`src/rtl/beacon_pkg.sv`:
```
package beacon_pkg;

    typedef enum logic [2:0] {
        ST_ARM  = 3'd0,
        ST_ON   = 3'd1,
        ST_OFF  = 3'd2,
        ST_GAP  = 3'd3,
        ST_SLOW = 3'd4
    } beacon_st_e;

endpackage

```
`src/rtl/beacon_prescaler.sv`:
```
module beacon_prescaler #(
    parameter int RELOAD = 10_000_000,
    localparam int CNT_W = $clog2(RELOAD + 1)
) (
    input  logic clk,
    input  logic rst,
    output logic tick_o
);

    localparam logic [CNT_W-1:0] RELOAD_V = CNT_W'(RELOAD);

    typedef struct packed {
        logic [CNT_W-1:0] cnt;
    } pre_t;

    pre_t pre_d, pre_q;

    always_comb begin
        pre_d = pre_q;
        if (pre_q.cnt == '0) begin
            pre_d.cnt = RELOAD_V;
        end else begin
            pre_d.cnt = pre_q.cnt - 1'b1;
        end
    end

    always_ff @(posedge clk) begin
        if (rst) begin
            pre_q <= '0;
        end else begin
            pre_q <= pre_d;
        end
    end

    assign tick_o = (pre_q.cnt == '0);

    // a tick is a single-cycle enable, never held
    p_tick_single_r1: assert property (@(posedge clk) disable iff (rst)
        tick_o |=> !tick_o);

endmodule

```
`src/rtl/beacon_sequencer.sv`:
```
module beacon_sequencer
    import beacon_pkg::*;
#(
    parameter int VER_W     = 4,
    parameter int GAP_TICKS = 3,
    localparam int GAP_W    = (GAP_TICKS > 2) ? $clog2(GAP_TICKS) : 1
) (
    input  logic             clk,
    input  logic             rst,
    input  logic             tick_i,
    input  logic [VER_W-1:0] version_i,
    output logic             lit_o
);

    typedef struct packed {
        beacon_st_e       st;
        logic [VER_W-1:0] left;
        logic [GAP_W-1:0] gap;
    } seq_t;

    seq_t seq_d, seq_q;

    always_comb begin
        seq_d = seq_q;
        if (tick_i) begin
            unique case (seq_q.st)
                ST_ARM: begin
                    if (version_i == '0) begin
                        seq_d.st = ST_SLOW;
                    end else begin
                        seq_d.st   = ST_ON;
                        seq_d.left = version_i;
                    end
                end
                ST_SLOW: seq_d.st = ST_ARM;
                ST_ON:   seq_d.st = ST_OFF;
                ST_OFF: begin
                    if (seq_q.left == VER_W'(1)) begin
                        seq_d.st  = ST_GAP;
                        seq_d.gap = GAP_W'(GAP_TICKS - 1);
                    end else begin
                        seq_d.left = seq_q.left - 1'b1;
                        seq_d.st   = ST_ON;
                    end
                end
                ST_GAP: begin
                    if (seq_q.gap == GAP_W'(1)) begin
                        seq_d.st = ST_ARM;
                    end else begin
                        seq_d.gap = seq_q.gap - 1'b1;
                    end
                end
                default: seq_d.st = ST_ARM;
            endcase
        end
    end

    always_ff @(posedge clk) begin
        if (rst) begin
            seq_q <= '{st: ST_ARM, left: '0, gap: '0};
        end else begin
            seq_q <= seq_d;
        end
    end

    assign lit_o = (seq_q.st == ST_ON) || (seq_q.st == ST_SLOW);

    // the sequencer only moves on a tick
    p_hold_between_ticks_r1: assert property (@(posedge clk) disable iff (rst)
        !tick_i |=> $stable(seq_q));

    // inside a group the remaining blink count is never zero
    p_dot_count_live_r2: assert property (@(posedge clk) disable iff (rst)
        (seq_q.st == ST_ON || seq_q.st == ST_OFF) |-> seq_q.left != '0);

    // the pause counter stays in its legal range
    p_gap_range_r3: assert property (@(posedge clk) disable iff (rst)
        seq_q.st == ST_GAP |-> (seq_q.gap != '0 && int'(seq_q.gap) < GAP_TICKS));

    // a slow-toggle lit tick is always followed by a group start
    p_slow_toggle_r4: assert property (@(posedge clk) disable iff (rst)
        (seq_q.st == ST_SLOW && tick_i) |=> seq_q.st == ST_ARM);

    // within a group the remaining count never grows
    p_no_reload_mid_group_r5: assert property (@(posedge clk) disable iff (rst)
        (seq_q.st == ST_ON || seq_q.st == ST_OFF) |=> seq_q.left <= $past(seq_q.left));

endmodule

```
`src/rtl/beacon_fanout.sv`:
```
module beacon_fanout #(
    parameter int PINS = 2
) (
    input  logic            clk,
    input  logic            rst,
    input  logic            lit_i,
    output logic [PINS-1:0] led_o
);

    logic [PINS-1:0] led_d, led_q;

    for (genvar i = 0; i < PINS; i++) begin : g_pin
        assign led_d[i] = lit_i;

        always_ff @(posedge clk) begin
            if (rst) begin
                led_q[i] <= 1'b0;
            end else begin
                led_q[i] <= led_d[i];
            end
        end

        // every pin follows the sequencer level one cycle later
        p_pin_follow_r7: assert property (@(posedge clk) disable iff (rst)
            !rst |=> led_q[i] == $past(lit_i));
    end

    assign led_o = led_q;

endmodule

```
`src/rtl/version_beacon.sv`:
```
module version_beacon #(
    parameter int RELOAD    = 10_000_000,
    parameter int VER_W     = 4,
    parameter int GAP_TICKS = 3,
    parameter int PINS      = 2
) (
    input  logic             clk,
    input  logic             rst,
    input  logic [VER_W-1:0] version_i,
    output logic [PINS-1:0]  led_o
);

    logic tick;
    logic lit;

    beacon_prescaler #(
        .RELOAD(RELOAD)
    ) u_prescaler (
        .clk   (clk),
        .rst   (rst),
        .tick_o(tick)
    );

    beacon_sequencer #(
        .VER_W    (VER_W),
        .GAP_TICKS(GAP_TICKS)
    ) u_sequencer (
        .clk      (clk),
        .rst      (rst),
        .tick_i   (tick),
        .version_i(version_i),
        .lit_o    (lit)
    );

    beacon_fanout #(
        .PINS(PINS)
    ) u_fanout (
        .clk  (clk),
        .rst  (rst),
        .lit_i(lit),
        .led_o(led_o)
    );

    // the outputs are dark in the cycle after reset is seen
    p_dark_after_reset_r6: assert property (@(posedge clk) disable iff (rst)
        $fell(rst) |-> led_o == '0);

endmodule

```
`config.mk`:
```
export PLATFORM = sky130hd
export DESIGN_NAME = version_beacon
export DESIGN_NICKNAME = d
export VERILOG_FILES = /design/src/rtl/beacon_pkg.sv /design/src/rtl/beacon_prescaler.sv /design/src/rtl/beacon_sequencer.sv /design/src/rtl/beacon_fanout.sv /design/src/rtl/version_beacon.sv
export SDC_FILE = /design/constraint.sdc
export NUM_CORES = 1
export LEC_CHECK = 0
export BUFFER_PORTS_ARGS = -buffer_cell sky130_fd_sc_hd__buf_2
export CELL_PAD_IN_SITES_DETAIL_PLACEMENT = 2
export CELL_PAD_IN_SITES_GLOBAL_PLACEMENT = 2
export CORE_MARGIN = 2
export CORE_UTILIZATION = 33
export CTS_BUF_LIST = sky130_fd_sc_hd__clkbuf_8 sky130_fd_sc_hd__clkbuf_16
export DETAILED_ROUTE_END_ITERATION = 10
export PLACE_DENSITY_LB_ADDON = 0.1
export SLEW_MARGIN = 20
export SYNTH_ARGS = -nofsm -noshare
export SYNTH_HDL_FRONTEND = slang
export SYNTH_SLANG_ARGS = --single-unit
```
`constraint.sdc`:
```
create_clock -name clk -period 2 [get_ports clk]
set_input_delay 0.4 -clock clk [delete_from_list [all_inputs] [get_ports clk]]
set_output_delay 0.4 -clock clk [all_outputs]
set_load 0.005 [all_outputs]
```
After elaboration in Yosys (flattened, before gate mapping)
Cells that the tools add are included.
{ "classes": {"add_sub_neg": 3, "n_eq_ne": 11, "n_reduce_logical": 10, "muxes": 11} }
{ "op_table": {"columns": ["cell", "count"], "rows": [
  ["24-bit zero test", 1],
  ["24-bit two-way mux", 1],
  ["24-bit by 1-bit subtractor with 24-bit output, second input constant", 1],
  ["3-bit case mux with 4 select lines", 1],
  ["4-bit two-way mux", 2],
  ["4-bit case mux with 2 select lines", 1],
  ["4-bit AND reduction", 2],
  ["3-bit by 2-bit == test with 1-bit output, second input constant", 2],
  ["2-bit two-way mux", 3],
  ["3-bit two-way mux", 2],
  ["2-bit != test, second input constant", 3],
  ["4-bit by 1-bit == test with 1-bit output, second input constant", 1],
  ["4-bit zero test", 1],
  ["2-bit by 1-bit != test with 1-bit output, second input constant", 2],
  ["2-bit case mux with 2 select lines", 1],
  ["2-bit nonzero test", 2],
  ["4-bit by 1-bit subtractor with 4-bit output, second input constant", 1],
  ["3-bit by 1-bit == test with 1-bit output, second input constant", 1],
  ["3-bit == test, second input constant", 1],
  ["3-bit zero test", 1],
  ["2-bit by 1-bit == test with 1-bit output, second input constant", 1],
  ["2-bit AND reduction", 1],
  ["2-bit OR reduction", 1],
  ["2-bit by 1-bit subtractor with 2-bit output, second input constant", 1],
  ["1-bit logical OR", 1]
]} }
{ "word_totals": {"wordCells": 41, "ff_bits": 34, "input_bits": 6, "output_inout_bits": 2} }

Longest topological paths before layout
{ "logic_depth": {"depth_word": 3, "ltp_mapped": 8, "mapped_depth_nobuf": 7} }

Modules after synthesis
Synthesis repeated with hierarchy kept, for this count alone.
{ "hier_totals": {"hier_cells": 200, "hier_area_um2": 1775.5} }
{ "by_module_without_submodules": {"columns": ["mod", "cells_each", "area_each_um2", "seq_area_each_um2", "n_inst"], "rows": [
  ["beacon_prescaler", 123, 1124.8, 480.5, 1],
  ["beacon_sequencer", 74, 609.3, 180.2, 1],
  ["beacon_fanout", 3, 41.3, 20.0, 1]
]} }

Least setup slack after synthesis
Ideal clock, no wire load.
{ "synth_path": {"path_kind": "reg2reg", "startpoint": "reg u_prescaler.pre_q[11] (netlist bit)", "endpoint": "reg u_sequencer.seq_q[4] (netlist bit)", "synth_period_minus_slack_ps": 2099, "path_buffers": 2, "path_slack_ps": -99, "setup_ps": 59, "t_arrival_ps": 2040, "t_required_ps": 1941, "path_stages_with_launch": 8, "cell_sequence": "dfxtp_1 > or4_1 > buf_2 > nor3_4 > nand4_2 > buf_6 > or4_1 > nand2_1"} }
{ "synth_via": {"elab_chain_len": 2} }
{ "synth_rtl": {"columns": ["item", "line_no", "text"], "rows": [
  ["from (decl)", "beacon_prescaler.sv:16", "pre_t pre_d, pre_q;"],
  ["from (signal assigned)", "beacon_prescaler.sv:31", "pre_q <= pre_d;"],
  ["24-bit zero test", "beacon_prescaler.sv:35", "assign tick_o = (pre_q.cnt == '0);"],
  ["4-bit AND reduction (no line)", null, null],
  ["to (signal assigned)", "beacon_sequencer.sv:60", "seq_q <= '{st: ST_ARM, left: '0, gap: '0};"],
  ["to (signal assigned)", "beacon_sequencer.sv:62", "seq_q <= seq_d;"],
  ["to (decl)", "beacon_sequencer.sv:21", "seq_t seq_d, seq_q;"]
]} }
Every way passes these cells.
A chain may end at the register's enable or synchronous reset.

Worst setup path after layout
{ "layout_path": {"startpoint": "reg u_prescaler.pre_q[7] (netlist bit)", "endpoint": "reg u_sequencer.seq_q[1] (netlist bit)"} }
Same word-level chain as after synthesis.

==> results.toml <==
[setup_path]
r2r_end = "u_sequencer.seq_q[1]$_SDFFE_PP0P_"
critPathKind = "reg -> reg"
crit_fanout = 6
max_stage_delay_ps = 570
cp-end-kind = "flip-flop"
cpMaxStageDelayCell = "or4_4"
cp_common_cell = "or4_4"
timing.rr.start = "u_prescaler.pre_q[7]$_SDFF_PP0_"
critPathLaunchType = "flip-flop"
critPathTopFamily = "simple AND/OR/NAND/NOR gates"
worst-path-buf-inv = 0
required_ps = 2180
crit_chain = "or4_4 > nor3_4 > nand4_4 > or4_4 > o211a_1"
startpoint = "u_prescaler.pre_q[7]$_SDFF_PP0_"
reg2regPathDepth = 5
ff2ff_setup_slack_ps = -40
cp_data_arrival_time_ps = 2230

[clock_tree]
postCtsHoldBufs = 0
htree_levels = 2
root_buffer = "clkbuf_8"
clkLatencyLatePin_ps = 280
clk_pin_slew_worst_paths_ps = 70
cts_tree = "built"
cts_sinks = 34
cts.path.max_buffers = 2
cts_buffers = 5

[floorplan]
ios = 8
die_area_um2 = 5811
die_w_um = 76.23
coreArea_um2 = 5075
die_h_um = 76.23
rows = 26
start_util_pct = 33.93

[power_and_ir_drop]
p_per_area_nw_per_um2 = 1983
leakage_uw = 0.0009542
total_power_uw = 4671
peakVddDrop_v = 0.0007990

[global_routing]
grt-busiest-layer = "met2"
use_met2_pct = 36.28
grt_first_pass_wirelength_mm = 9.563
antenna_found_initial = 0
overflow = 0
grt_max_degree = 17
use_met1_pct = 26.86
grt_pass1_vias = 1859
track_usage_pct = 20.83
use_met3_pct = 3.199

[yosys]
yosysMostFrequentCell = "dfxtp_1"
synthTopCellsByCount = "dfxtp_1, nor2_1, nand2_1"
synth_seq_cells = 34
netlist_area_um2 = 1722
yosysSeqAreaShare_pct = 39.53
synth.net_count = 218
ys.flop_type = "dfxtp_1"
syn_area_per_cell_um2 = 8.317
async_flop_share_pct = 0
synth_top_area_cell = "dfxtp_1"
synth_edf_count = 0
netlist_top_cells_area = "dfxtp_1, nor2_1, xor2_1"
netlist.area_leader.share_pct = 39.53
yosysWarnings = 0
synthDistinctLibCells = 40
syn-instance-count = 207

[route]
vias = 1636
viasPerCell = 5.145
drt_iter0_markers = 80
wl_per_cell_um = 18.92
ant_nets = 0
drc = 0
wirelength_mm = 6.015
detail_route.first_pass.iterations = 4

[worst_hold_path]
holdPathEnd = "u_sequencer.seq_q[0]$_SDFFE_PP0P_"
holdPathStages = 2
hold_start = "rst"
hp-class = "in -> reg"

[timing]
maxSlewHeadroom_pct = 66.88
fmax_mhz = 489.7
period_share_pct = 102.1
maxSlewViolCount = 0
rsz0062_at_grt = "yes"
min_period_ps = 2042
hold_violations = 0
whs_ps = 386.1
fin_ws_ps = -41.99
worstMarginPinSlew_ps = 494.6
setup_violations = 6
skew_ps = 7.262

[placed_design]
dp.cells = 306
placed_area_um2 = 2062
place_congestion = 0.8312
io_buffers = 7
place_hpwl_mm = 3.858

[finish]
antennaDiodeCount = 0
fin_nets = 260
register_area_um2 = 681.9
design_area_um2 = 2356
area_growth_pct = 36.85
postLayoutCoreUtil_pct = 46.43
num-fill-cells = 578
drive_gt1_share_pct = 30.65
multi_input_area_um2 = 1109
final_cells = 318

[outcome]
violations = "negative setup slack"
status = "complete, but fails checks"

[run]
maxCapViolations = 0
logic make-up (layout without fill, tap and decap cells):
group / Yosys count / count (layout) / share of synthesized area [%]
flops: 34 / 34 / 39.53
simple gates: 100 / 100 / 30.96
compound gates: 29 / 29 / 10.39
xor+xnor: 20 / 20 / 10.17
fa+ha+maj: 5 / 5 / 3.634
mux: 1 / 1 / 0.5814
buf+inv: 18 / 59 / 4.725
layout make-up:
type | instances | area share, %
well taps | 70 | 3.717
inverters | 7 | 1.115
flip-flops and latches | 34 | 28.94
clock buffers | 6 | 3.505
multi-input cells | 155 | 47.05
repair buffers | 46 | 15.67
metal layers:
| metal | vias up | share of wire [%] | wire [µm] |
|---|---|---|---|
| met5 | - | 0 | 0 |
| met2 | 17 | 52 | 3155 |
| met3 | 4 | 1.9 | 112 |
| met4 | 0 | 0.96 | 58 |
| li1 | 798 | - | - |
| met1 | 817 | 45 | 2689 |
per-stage QoR:
stage	worst slack, ps	setup TNS (ps)
final	-41.99	-142.2
after floorplan	-34.12	-117.7
after CTS	-30.86	-119.4
after global placement	-79.92	-200.5
after global routing	-113.0	-769.5
after detailed placement	-189.5	-1002
state kept, by name (all words and copies together) (netlist names):
register and cells:
u_fanout.led_o 1, u_prescaler.pre_q 24, u_sequencer.seq_q 9
worst max path at each step:
stage          cells past startpoint                           endpoint  slack, ps
5_1_grt                            5  u_sequencer.seq_q[1]$_SDFFE_PP0P_       -110
3_5_place_dp                       6  u_sequencer.seq_q[4]$_SDFFE_PP0P_       -190
2_1_floorplan                      7   u_prescaler.pre_q[20]$_SDFF_PP0_        -30
6_report                           5  u_sequencer.seq_q[1]$_SDFFE_PP0P_        -40
4_1_cts                            5  u_sequencer.seq_q[0]$_SDFFE_PP0P_        -30
3_3_place_gp                       6  u_sequencer.seq_q[4]$_SDFFE_PP0P_        -80
what timing repair did:
action	CTS	global route
setup buffers	4	2
pin swaps	9	7
cloned	0	1
endpoints found under the setup margin	12	28
resized for setup	19	13
power by group:
| part | leakage (µW) | switching [µW] | internal [µW] |
|---|---|---|---|
| registers | 0.000278 | 246 | 928 |
| logic | 0.000633 | 1510 | 1470 |
| clock network | 0.0000431 | 248 | 266 |
| total | 0.000954 | 2000 | 2670 |
placed cells by master, fill, tap and decap left out, types with 2 or more instances in the layout:
cell type  synthesis  layout
nor2b_1            3       3
clkbuf_8           0       6
nand3_1            6       6
o21ai_0            3       2
nor3_1            11      11
ha_1               5       5
nand4_1            2       2
or3_1              2       2
or4_4              1       4
xor2_1            13      13
buf_2              2       7
buf_6              1       3
nand2b_1           2       2
buf_4              1      34
a21oi_1           16      13
and3_1             3       2
nor3b_1            2       2
nor4_4             0       2
o31ai_4            0       2
a21oi_2            0       3
o211a_1            2       2
nor2_1            32      31
nand2_1           18      17
xnor2_1            7       7
or4_1              6       3
inv_1              7       7
dfxtp_1           34      33
Note: power is estimated with default switching activity, not from simulation.
